## config.mk

```make
export PLATFORM = sky130hd
export DESIGN_NAME = sdram_cmd_ctrl
export DESIGN_NICKNAME = d
export VERILOG_FILES = /design/src/rtl/sdram_cmd_pkg.sv /design/src/rtl/sdr_addr_split.sv /design/src/rtl/sdr_refresh_timer.sv /design/src/rtl/sdr_rdvalid_pipe.sv /design/src/rtl/sdram_cmd_ctrl.sv
export SDC_FILE = /design/constraint.sdc
export NUM_CORES = 1
export LEC_CHECK = 0
export ABC_AREA = 0
export BUFFER_PORTS_ARGS = -buffer_cell sky130_fd_sc_hd__buf_2
export CORE_MARGIN = 5
export CORE_UTILIZATION = 50
export DETAILED_ROUTE_END_ITERATION = 6
export PLACE_DENSITY = 0.74
export SLEW_MARGIN = 20
export SYNTH_ARGS = -nofsm -noshare
export SYNTH_HDL_FRONTEND = slang
export SYNTH_SLANG_ARGS = --single-unit
export TNS_END_PERCENT = 5
```

## constraint.sdc

```tcl
create_clock -name clk -period 1.89 [get_ports clk]
set_input_delay 0.0945 -clock clk [delete_from_list [all_inputs] [get_ports clk]]
set_output_delay 0.0945 -clock clk [all_outputs]
set_load 0.005 [all_outputs]
```

## src/rtl/sdram_cmd_pkg.sv

```systemverilog
package sdram_cmd_pkg;

  typedef enum logic [3:0] {
    CMD_MRS = 4'b0000,
    CMD_REF = 4'b0001,
    CMD_PRE = 4'b0010,
    CMD_ACT = 4'b0011,
    CMD_WR  = 4'b0100,
    CMD_RD  = 4'b0101,
    CMD_NOP = 4'b0111
  } sdr_cmd_e;

  typedef enum logic [2:0] {
    ST_POWER,
    ST_LOADMODE,
    ST_INITREF,
    ST_IDLE,
    ST_COLUMN
  } sdr_state_e;

  // mode word: length code [2:0], ordering [3], latency code [6:4]
  function automatic logic [12:0] mode_word(input int bl, input int ilv, input int casx2);
    logic [2:0] len_code;
    logic [2:0] lat_code;
    len_code = (bl == 8) ? 3'd3 : (bl == 4) ? 3'd2 : 3'd1;
    lat_code = (casx2 == 5) ? 3'd6 : (casx2 == 6) ? 3'd3 : 3'd2;
    return {6'b0, lat_code, ilv[0], len_code};
  endfunction

endpackage

```

## src/rtl/sdr_addr_split.sv

```systemverilog
module sdr_addr_split #(
  parameter int BANK_W = 2,
  parameter int ROW_W  = 13,
  parameter int COL_W  = 9,
  localparam int ADDR_W = BANK_W + ROW_W + COL_W
) (
  input  logic [ADDR_W-1:0] addr,
  output logic [BANK_W-1:0] bank,
  output logic [ROW_W-1:0]  row,
  output logic [COL_W-1:0]  col
);
  assign col  = addr[COL_W-1:0];
  assign row  = addr[COL_W +: ROW_W];
  assign bank = addr[ADDR_W-1 -: BANK_W];
endmodule

```

## src/rtl/sdr_refresh_timer.sv

```systemverilog
module sdr_refresh_timer #(
  parameter int INTERVAL = 780,
  localparam int CNT_W = $clog2(INTERVAL)
) (
  input  logic clk,
  input  logic rst_n,
  input  logic en,
  input  logic take,
  output logic pending
);
  logic [CNT_W-1:0] cnt_q, cnt_d;
  logic             pend_q, pend_d;
  logic             tick;

  assign tick = en && (cnt_q == CNT_W'(INTERVAL - 1));

  always_comb begin
    if (!en || tick) cnt_d = '0;
    else             cnt_d = cnt_q + 1'b1;
    pend_d = (pend_q && !take) || tick;
  end

  always_ff @(posedge clk or negedge rst_n) begin
    if (!rst_n) begin
      cnt_q  <= '0;
      pend_q <= 1'b0;
    end else begin
      cnt_q  <= cnt_d;
      pend_q <= pend_d;
    end
  end

  assign pending = pend_q;
endmodule

```

## src/rtl/sdr_rdvalid_pipe.sv

```systemverilog
module sdr_rdvalid_pipe #(
  parameter int LAT   = 3,
  parameter int BEATS = 2,
  localparam int BC_W = $clog2(BEATS + 1)
) (
  input  logic clk,
  input  logic rst_n,
  input  logic issue,
  output logic valid
);
  logic [LAT-1:0]  sr_q, sr_d;
  logic [BC_W-1:0] beat_q, beat_d;
  logic            launch;

  generate
    if (LAT == 1) begin : g_short
      assign sr_d = issue;
    end else begin : g_long
      assign sr_d = {sr_q[LAT-2:0], issue};
    end
  endgenerate

  assign launch = sr_q[LAT-1];

  always_comb begin
    if (launch)            beat_d = BC_W'(BEATS - 1);
    else if (beat_q != '0) beat_d = beat_q - 1'b1;
    else                   beat_d = beat_q;
  end

  always_ff @(posedge clk or negedge rst_n) begin
    if (!rst_n) begin
      sr_q   <= '0;
      beat_q <= '0;
    end else begin
      sr_q   <= sr_d;
      beat_q <= beat_d;
    end
  end

  assign valid = launch || (beat_q != '0);
endmodule

```

## src/rtl/sdram_cmd_ctrl.sv

```systemverilog
module sdram_cmd_ctrl
  import sdram_cmd_pkg::*;
#(
  parameter int BANK_W           = 2,
  parameter int ROW_W            = 13,
  parameter int COL_W            = 9,
  parameter int BURST_LEN        = 4,
  parameter int BURST_INTERLEAVE = 0,
  parameter int CAS_X2           = 5,
  parameter int INIT_WAIT        = 20000,
  parameter int REF_INTERVAL     = 780,
  parameter int T_RCD            = 3,
  parameter int T_RP             = 3,
  parameter int T_RFC            = 10,
  parameter int T_MRD            = 2,
  localparam int ADDR_W = BANK_W + ROW_W + COL_W
) (
  input  logic              clk,
  input  logic              rst_n,
  input  logic              req,
  input  logic              req_we,
  input  logic [ADDR_W-1:0] req_addr,
  output logic              ack,
  output logic              rd_valid,
  output logic              init_done,
  output logic              cs_n,
  output logic              ras_n,
  output logic              cas_n,
  output logic              we_n,
  output logic [BANK_W-1:0] ba,
  output logic [ROW_W-1:0]  a
);
  localparam int CL_CLK   = (CAS_X2 + 1) / 2;
  localparam int BEATS    = BURST_LEN / 2;
  localparam int AP_BIT   = 10;
  localparam int WAIT_MAX = INIT_WAIT + T_RFC + T_RCD + T_RP + BEATS + T_MRD;
  localparam int WAIT_W   = $clog2(WAIT_MAX + 1);

  // reset synchroniser: assert at once, release after two edges
  logic [1:0] rst_sync_q;
  logic       rst_int_n;
  always_ff @(posedge clk or negedge rst_n) begin
    if (!rst_n) rst_sync_q <= 2'b00;
    else        rst_sync_q <= {rst_sync_q[0], 1'b1};
  end
  assign rst_int_n = rst_sync_q[1];

  logic [BANK_W-1:0] req_bank;
  logic [ROW_W-1:0]  req_row;
  logic [COL_W-1:0]  req_col;

  sdr_addr_split #(.BANK_W(BANK_W), .ROW_W(ROW_W), .COL_W(COL_W)) u_split (
    .addr(req_addr), .bank(req_bank), .row(req_row), .col(req_col)
  );

  logic ref_pend, ref_take;

  sdr_refresh_timer #(.INTERVAL(REF_INTERVAL)) u_reftmr (
    .clk(clk), .rst_n(rst_int_n), .en(init_done), .take(ref_take), .pending(ref_pend)
  );

  sdr_state_e        state_q, state_d;
  logic [WAIT_W-1:0] wait_q, wait_d;
  sdr_cmd_e          cmd_q, cmd_d;
  logic [BANK_W-1:0] ba_q, ba_d;
  logic [ROW_W-1:0]  a_q, a_d;
  logic              ack_q, ack_d;
  logic              done_q, done_d;
  logic              iref_q, iref_d;
  logic              lat_en;
  logic [BANK_W-1:0] lat_bank_q;
  logic [COL_W-1:0]  lat_col_q;
  logic              lat_we_q;
  logic              wait_zero;

  assign wait_zero = (wait_q == '0);

  always_comb begin
    state_d  = state_q;
    wait_d   = wait_zero ? wait_q : wait_q - 1'b1;
    cmd_d    = CMD_NOP;
    ba_d     = '0;
    a_d      = '0;
    ack_d    = 1'b0;
    done_d   = done_q;
    iref_d   = iref_q;
    lat_en   = 1'b0;
    ref_take = 1'b0;
    if (wait_zero) begin
      unique case (state_q)
        ST_POWER: begin
          cmd_d       = CMD_PRE;
          a_d[AP_BIT] = 1'b1;
          wait_d      = WAIT_W'(T_RP - 1);
          state_d     = ST_LOADMODE;
        end
        ST_LOADMODE: begin
          cmd_d   = CMD_MRS;
          a_d     = ROW_W'(mode_word(BURST_LEN, BURST_INTERLEAVE, CAS_X2));
          wait_d  = WAIT_W'(T_MRD - 1);
          iref_d  = 1'b0;
          state_d = ST_INITREF;
        end
        ST_INITREF: begin
          cmd_d  = CMD_REF;
          wait_d = WAIT_W'(T_RFC - 1);
          if (iref_q) begin
            done_d  = 1'b1;
            state_d = ST_IDLE;
          end else begin
            iref_d = 1'b1;
          end
        end
        ST_IDLE: begin
          if (ref_pend) begin
            cmd_d    = CMD_REF;
            wait_d   = WAIT_W'(T_RFC - 1);
            ref_take = 1'b1;
          end else if (req) begin
            cmd_d   = CMD_ACT;
            ba_d    = req_bank;
            a_d     = req_row;
            lat_en  = 1'b1;
            wait_d  = WAIT_W'(T_RCD - 1);
            state_d = ST_COLUMN;
          end
        end
        ST_COLUMN: begin
          cmd_d              = lat_we_q ? CMD_WR : CMD_RD;
          ba_d               = lat_bank_q;
          a_d[COL_W-1:0]     = lat_col_q;
          a_d[AP_BIT]        = 1'b1;
          ack_d              = 1'b1;
          wait_d             = WAIT_W'(BEATS + T_RP - 1);
          state_d            = ST_IDLE;
        end
        default: state_d = ST_POWER;
      endcase
    end
  end

  always_ff @(posedge clk or negedge rst_int_n) begin
    if (!rst_int_n) begin
      state_q <= ST_POWER;
      wait_q  <= WAIT_W'(INIT_WAIT);
      cmd_q   <= CMD_NOP;
      ba_q    <= '0;
      a_q     <= '0;
      ack_q   <= 1'b0;
      done_q  <= 1'b0;
      iref_q  <= 1'b0;
    end else begin
      state_q <= state_d;
      wait_q  <= wait_d;
      cmd_q   <= cmd_d;
      ba_q    <= ba_d;
      a_q     <= a_d;
      ack_q   <= ack_d;
      done_q  <= done_d;
      iref_q  <= iref_d;
    end
  end

  always_ff @(posedge clk or negedge rst_int_n) begin
    if (!rst_int_n) begin
      lat_bank_q <= '0;
      lat_col_q  <= '0;
      lat_we_q   <= 1'b0;
    end else if (lat_en) begin
      lat_bank_q <= req_bank;
      lat_col_q  <= req_col;
      lat_we_q   <= req_we;
    end
  end

  sdr_rdvalid_pipe #(.LAT(CL_CLK), .BEATS(BEATS)) u_rdpipe (
    .clk(clk), .rst_n(rst_int_n), .issue(cmd_q == CMD_RD), .valid(rd_valid)
  );

  assign {cs_n, ras_n, cas_n, we_n} = cmd_q;
  assign ba        = ba_q;
  assign a         = a_q;
  assign ack       = ack_q;
  assign init_done = done_q;
endmodule

```

==> flow_summary.json, run 1 <==
{
  "outcome": "finished, violations left",
  "violations": "negative setup slack",
  "cap_viol_max_count": 0,
  "fmax_mhz": 477,
  "cpPeakStageDelay_ns": 0.53,
  "die_w_um": 88.0,
  "synthCells": 281,
  "cp_slowest_cell": "or4_4",
  "yosysWarnings": 0,
  "crit_type": "flop to flop",
  "grt_pass1_vias": 2621,
  "start_util": 0.513,
  "syn_avg_cell_area_sq_um": 10.8,
  "combPwrFrac": 0.031,
  "start_kind": "flop",
  "setup_violations": 35,
  "min_path_type": "input port to flop",
  "hold_violations": 0,
  "antenna_left": 0,
  "p_int_uw": 2260,
  "post_synth_num_cell_types": 48,
  "num_vias": 2529,
  "p_leak_uw": 0.00200,
  "grt_overflow": 0,
  "grt_usage": 0.205,
  "cp-end-kind": "flop",
  "reg2reg_slack_ns": -0.21,
  "period_needed_ns": 2.10,
  "final_common_cell": "dfrtp_1",
  "final_cell_mix": "dfrtp_1 (60), buf_2 (48), buf_4 (36)",
  "nNetsFinal": 422,
  "p_sw_frac": 0.203,
  "antenna_found_initial": 0,
  "worstPathMaxFanout": 2,
  "wl_per_cell_um": 15.9,
  "ys.flop_type": "dfrtp_1",
  "path_clk_slew_ns": 0.07,
  "insertion_delay_ns": 0.34,
  "drtIter0Drc": 219,
  "power_frac_seq": 0.522,
  "io_buffers": 48,
  "dieArea_sq_um": 7740,
  "min_from": "req_addr[23]",
  "cp_data_arrival_time_ns": 2.37,
  "htree_levels": 3,
  "drive_gt1_frac": 0.413,
  "gp_congestion": 0.855,
  "min_to": "lat_bank_q[1]$_DFFE_PN0P_",
  "wl_um": 7450,
  "row_count": 28,
  "post-route-util": 0.714,
  "fp.dieH_um": 88.0,
  "hpwlAfterDp_um": 4590,
  "postPlaceCellArea_sq_um": 3660,
  "drc_errors": 0,
  "stdcell_area_sq_um": 4230,
  "syn-num-nets": 313,
  "drv_slew": 0,
  "cts_tree": "yes",
  "core-area_sq_um": 5920,
  "drt_first_pass_iters": 4,
  "fillers": 404,
  "syn_area_sq_um": 3040,
  "fin_crit_sh": 1.11,
  "critical_path_required_ns": 2.17,
  "io_pins": 50,
  "ys_async_sr_fraction": 1.00,
  "yosysSeqAreaShare": 0.571,
  "clk_path_buf_depth": 2,
  "worstReg2RegStart": "wait_q[10]$_DFF_PN1_",
  "whs_path_depth": 2,
  "cts.sink_count": 69,
  "reg2reg_depth": 4,
  "syn2layout_area_growth_pct": 39.2,
  "clock_power_share": 0.447,
  "grt_max_degree": 61,
  "setup_tns_ns": -3.04,
  "ys_ff_latch": 69,
  "diodes": 0,
  "cts_buffers": 9,
  "regArea_sq_um": 1740,
  "powerDensity_nw_per_um2": 671,
  "via_per_inst": 5.38,
  "grt_pass1_wl_um": 12200,
  "crit_chain": "or4_4 > or3_4 > or4_4 > mux2_4",
  "critPathMostFrequentCell": "or4_4",
  "fin_ws_ns": -0.208,
  "timing.rr.end": "wait_q[14]$_DFF_PN1_",
  "clockRootBuffer": "clkbuf_8",
  "grt_setup_unrepaired": "yes",
  "switchingPower_uw": 577,
  "multi_input_area_sq_um": 1390,
  "skew_ns": 0.00460,
  "ir_drop_mv": 0.516,
  "dp_slack_ns": -0.278,
  "synth_edf_count": 0
}
==> synthesized netlist by cell type (all sizes together), types with 3 or more instances <==
cell    instances  area [sq um]
a31oi           3          18.8
nor4            7          50.1
and2            3          18.8
xnor2           6          52.6
o21ai           9          45.0
o41ai           4          35.0
o31ai           3          22.5
nand2b          3          18.8
xor2           10          87.6
or3             4          30.0
ha              4          50.1
nand2          21          78.8
nand3           5          30.0
nand4           4          25.0
clkbuf          8          30.0
a22oi           9          67.6
dfrtp          61          1530
nor2           37           139
nor2b           4          25.0
or2             3          18.8
a21oi           8          40.0
dfstp           8           210
mux2           14           158
nor3           10          55.1
inv            12          45.0
==> through the flow <==
stage / hold WS [ns] / instances / total power [uW]
3_5_place_dp: -0.120 / 434 / 1570
6_report: 0.00811 / 470 / 2840
3_3_place_gp: -0.119 / 434 / 1570
2_1_floorplan: -0.201 / 281 / 1530
5_1_grt: 0.00534 / 470 / 2950
4_1_cts: 0.000215 / 468 / 2860
==> worst max-delay path: cells and delay by family, from the launching register on <==
| kind | cells | cell delay [ns] |
|---|---|---|
| AND/OR/NAND/NOR | 3 | 1.36 |
| flip-flops | 1 | 0.37 |
| multiplexers | 1 | 0.30 |
==> area by class of cell <==
class,instances,share of cell area
tap,75,0.0222
timing repair buffer,107,0.179
clock inverter,5,0.0177
sequential,69,0.411
multi-input combinational,191,0.328
inverter,12,0.0106
clock buffer,11,0.0311
==> power groups by stage <==
stage,sequential [uW],combinational [uW],clock [uW]
after detailed placement,1510,61.5,0
after global placement,1510,61.0,0
after floorplan,1530,4.11,0
after CTS,1480,87.5,1290
after global routing,1480,97.6,1370
final,1480,87.4,1270
==> worst max path at each step <==
stage | endpoint | startpoint | slack [ns]
2_1_floorplan | wait_q[14]$_DFF_PN1_ | wait_q[8]$_DFF_PN0_ | -0.30
5_1_grt | wait_q[14]$_DFF_PN1_ | wait_q[10]$_DFF_PN1_ | -0.23
4_1_cts | wait_q[14]$_DFF_PN1_ | wait_q[10]$_DFF_PN1_ | -0.21
6_report | wait_q[14]$_DFF_PN1_ | wait_q[10]$_DFF_PN1_ | -0.21
3_5_place_dp | wait_q[14]$_DFF_PN1_ | wait_q[8]$_DFF_PN0_ | -0.28
3_3_place_gp | wait_q[14]$_DFF_PN1_ | wait_q[10]$_DFF_PN1_ | -0.25
==> sequential cells by signal, summed over array words and instances (netlist names), 2 cells and up <==
name / cells
u_rdpipe.sr_q: 3
ba: 2
wait_q: 15
u_reftmr.cnt_q: 10
a: 13
cmd_q: 3
lat_bank_q: 2
rst_sync_q: 2
state_q: 3
u_rdpipe.beat_q: 2
lat_col_q: 9
==> routing by layer <==
metal	part of all wire	GRT usage	vias up
li1	-	-	1207
met1	0.42	0.248	1232
met2	0.53	0.355	71
met3	0.034	0.0461	19
met4	0.020	0.0823	0
met5	0	0	-
==> cell families after synthesis <==
logic type	share of synthesized area
xor+xnor	0.0461
compound gates	0.0976
other cells	0.00247
flops	0.571
buf+inv	0.0284
fa+ha+maj	0.0165
simple gates	0.186
mux	0.0519
==> repair_timing <==
action | in CTS | in global routing
gates resized for setup | 17 | 27
endpoints found under the setup margin | 43 | 50
hold buffers | 16 | 0
cloned | 1 | 0
pin swaps | 6 | 11
buffers inserted | 1 | 2
endpoints found under the hold margin | 17 | 0
No activity file was read; power rests on OpenSTA's default activity.
==> inputs of run 2 (changes only) <==
--- a/config.mk
+++ b/config.mk
@@ -6,7 +6,7 @@
 export NUM_CORES = 1
 export LEC_CHECK = 0
 export ABC_AREA = 0
-export BUFFER_PORTS_ARGS = -buffer_cell sky130_fd_sc_hd__buf_2
+export BUFFER_PORTS_ARGS = -buffer_cell sky130_fd_sc_hd__clkbuf_2
 export CORE_MARGIN = 5
 export CORE_UTILIZATION = 50
 export DETAILED_ROUTE_END_ITERATION = 6
==> run 2 against run 1 <==
Compared with the run above: the run still ends with negative setup slack left; fmax down 0.13%; via count up 1.2%; clock power down 23%; final area down 1.2%; critical endpoint unchanged; sequential cell count unchanged; hold slack better by 0.0059 ns; first-iteration DRC count down 13%; sequential share of layout area up 0.50 points; critical path depth unchanged; sequential power about the same.
==> flow_summary.json, run 2 (synthesis gave the netlist of run 1 again) <==
{
  "drc_errors": 0,
  "clockRootBuffer": "clkbuf_8",
  "cap_viol_max_count": 0,
  "nNetsFinal": 422,
  "hpwlAfterDp_um": 4680,
  "wl_per_cell_um": 15.3,
  "wl_um": 7210,
  "drtIter0Drc": 191,
  "largest_register": "wait_q",
  "io_pins": 50,
  "fin_ws_ns": -0.211,
  "core-area_sq_um": 5920,
  "outcome": "finished, violations left",
  "largest_register_ffs": 15,
  "grt_max_degree": 62,
  "setup_violations": 32,
  "clk_path_buf_depth": 2,
  "dp_slack_ns": -0.284,
  "violations": "negative setup slack",
  "post-route-util": 0.706,
  "hold_violations": 0,
  "ir_drop_mv": 0.473,
  "drv_slew": 0,
  "powerDensity_nw_per_um2": 611,
  "grt_pass1_wl_um": 12400,
  "num_vias": 2559,
  "skew_ns": 0.00530,
  "antenna_found_initial": 0,
  "final_common_cell": "dfrtp_1",
  "antenna_left": 0,
  "insertion_delay_ns": 0.33,
  "fin_crit_sh": 1.11,
  "drt_first_pass_iters": 4,
  "cp-end-kind": "flop",
  "syn2layout_area_growth_pct": 37.5,
  "start_kind": "flop",
  "finalNonFillerCells": 470,
  "fp.dieH_um": 88.0,
  "io_buffers": 48,
  "cts_tree": "yes",
  "holdWs_ns": 0.0140,
  "drive_gt1_frac": 0.400,
  "gp_congestion": 0.859,
  "fillers": 413,
  "cts.sink_count": 69,
  "crit_type": "flop to flop",
  "via_per_inst": 5.44,
  "critical_path_required_ns": 2.16,
  "grt_usage": 0.209,
  "cp_data_arrival_time_ns": 2.37,
  "final_cell_mix": "dfrtp_1 (60), clkbuf_2 (48), buf_4 (36)",
  "grt_overflow": 0,
  "multi_input_area_sq_um": 1390,
  "fmax_mhz": 476,
  "regArea_sq_um": 1740,
  "row_count": 28,
  "worstPathMaxFanout": 2,
  "diodes": 0,
  "p_total_uw": 2550,
  "start_util": 0.513,
  "min_path_type": "input port to flop",
  "cts_buffers": 9,
  "period_needed_ns": 2.10,
  "dieArea_sq_um": 7740,
  "die_w_um": 88.0,
  "grt_pass1_vias": 2722,
  "htree_levels": 3,
  "grt_setup_unrepaired": "yes",
  "place_inst": 434,
  "path_clk_slew_ns": 0.07,
  "p_leak_uw": 0.00198
}
run 2: changes by cell type in the layout (fill, tap and decap cells not counted), sizes merged:
cell / before / now
clkbuf: 11 / 62
clkinv: 3 / 2
bufinv: 2 / 0
dlygate4sd3: 16 / 17
buf: 91 / 42
run 2: final timing paths:
| kind | cells after the start | startpoint | slack (ns) | end |
|---|---|---|---|---|
| worst max-delay path | 4 | wait_q[10]$_DFF_PN1_ | -0.21 | wait_q[14]$_DFF_PN1_ |
| worst min-delay path | 2 | req_addr[23] | 0.01 | lat_bank_q[1]$_DFFE_PN0P_ |
| worst max register to register | 4 | wait_q[10]$_DFF_PN1_ | -0.21 | wait_q[14]$_DFF_PN1_ |
| worst min register to register | 0 | rst_sync_q[1]$_DFF_PN0_ | 0.10 | ba[0]$_DFF_PN0_ |
| max in group asynchronous | 1 | rst_sync_q[1]$_DFF_PN0_ | 1.19 | wait_q[11]$_DFF_PN1_ |
| min in group asynchronous | 2 | rst_n | 0.08 | rst_sync_q[1]$_DFF_PN0_ |
run 2: stage by stage:
step / instance area [sq um] / TNS, ns
floorplan: 3050 / -14.19
global placement: 3660 / -2.68
detailed placement: 3660 / -4.91
CTS: 4110 / -3.30
global route: 4180 / -6.20
finish: 4180 / -3.32
run 2: power breakdown:
| part | switching, uW | internal, uW |
|---|---|---|
| sequential | 3.57 | 1480 |
| combinational | 41.5 | 47.8 |
| clock | 506 | 475 |
run 2: layout make-up:
type | count | area share
flip-flops and latches | 69 | 0.416
multi-input cells | 191 | 0.333
repair buffers | 107 | 0.181
clock buffers | 14 | 0.0341
well taps | 75 | 0.0225
inverters | 12 | 0.0108
clock inverters | 2 | 0.00240
run 2: repair_timing:
item	in CTS	in global routing
endpoints found under the setup margin	43	49
gates cloned	1	0
pin swaps	12	5
hold buffers	17	0
gates resized for setup	29	13
hold endpoints to repair	18	0
buffers inserted	1	1
run 2: critical path, cell delays in order, from the launching register on:
cell and delay (ns):
dfstp_2 0.37, or4_4 0.53, or3_4 0.34, or4_4 0.49, mux2_4 0.30
run 2: per-layer routing:
layer	global-route usage	wire length, um
met5	0	0
met1	0.256	2880
met2	0.353	3810
met4	0.119	172
met3	0.0320	345
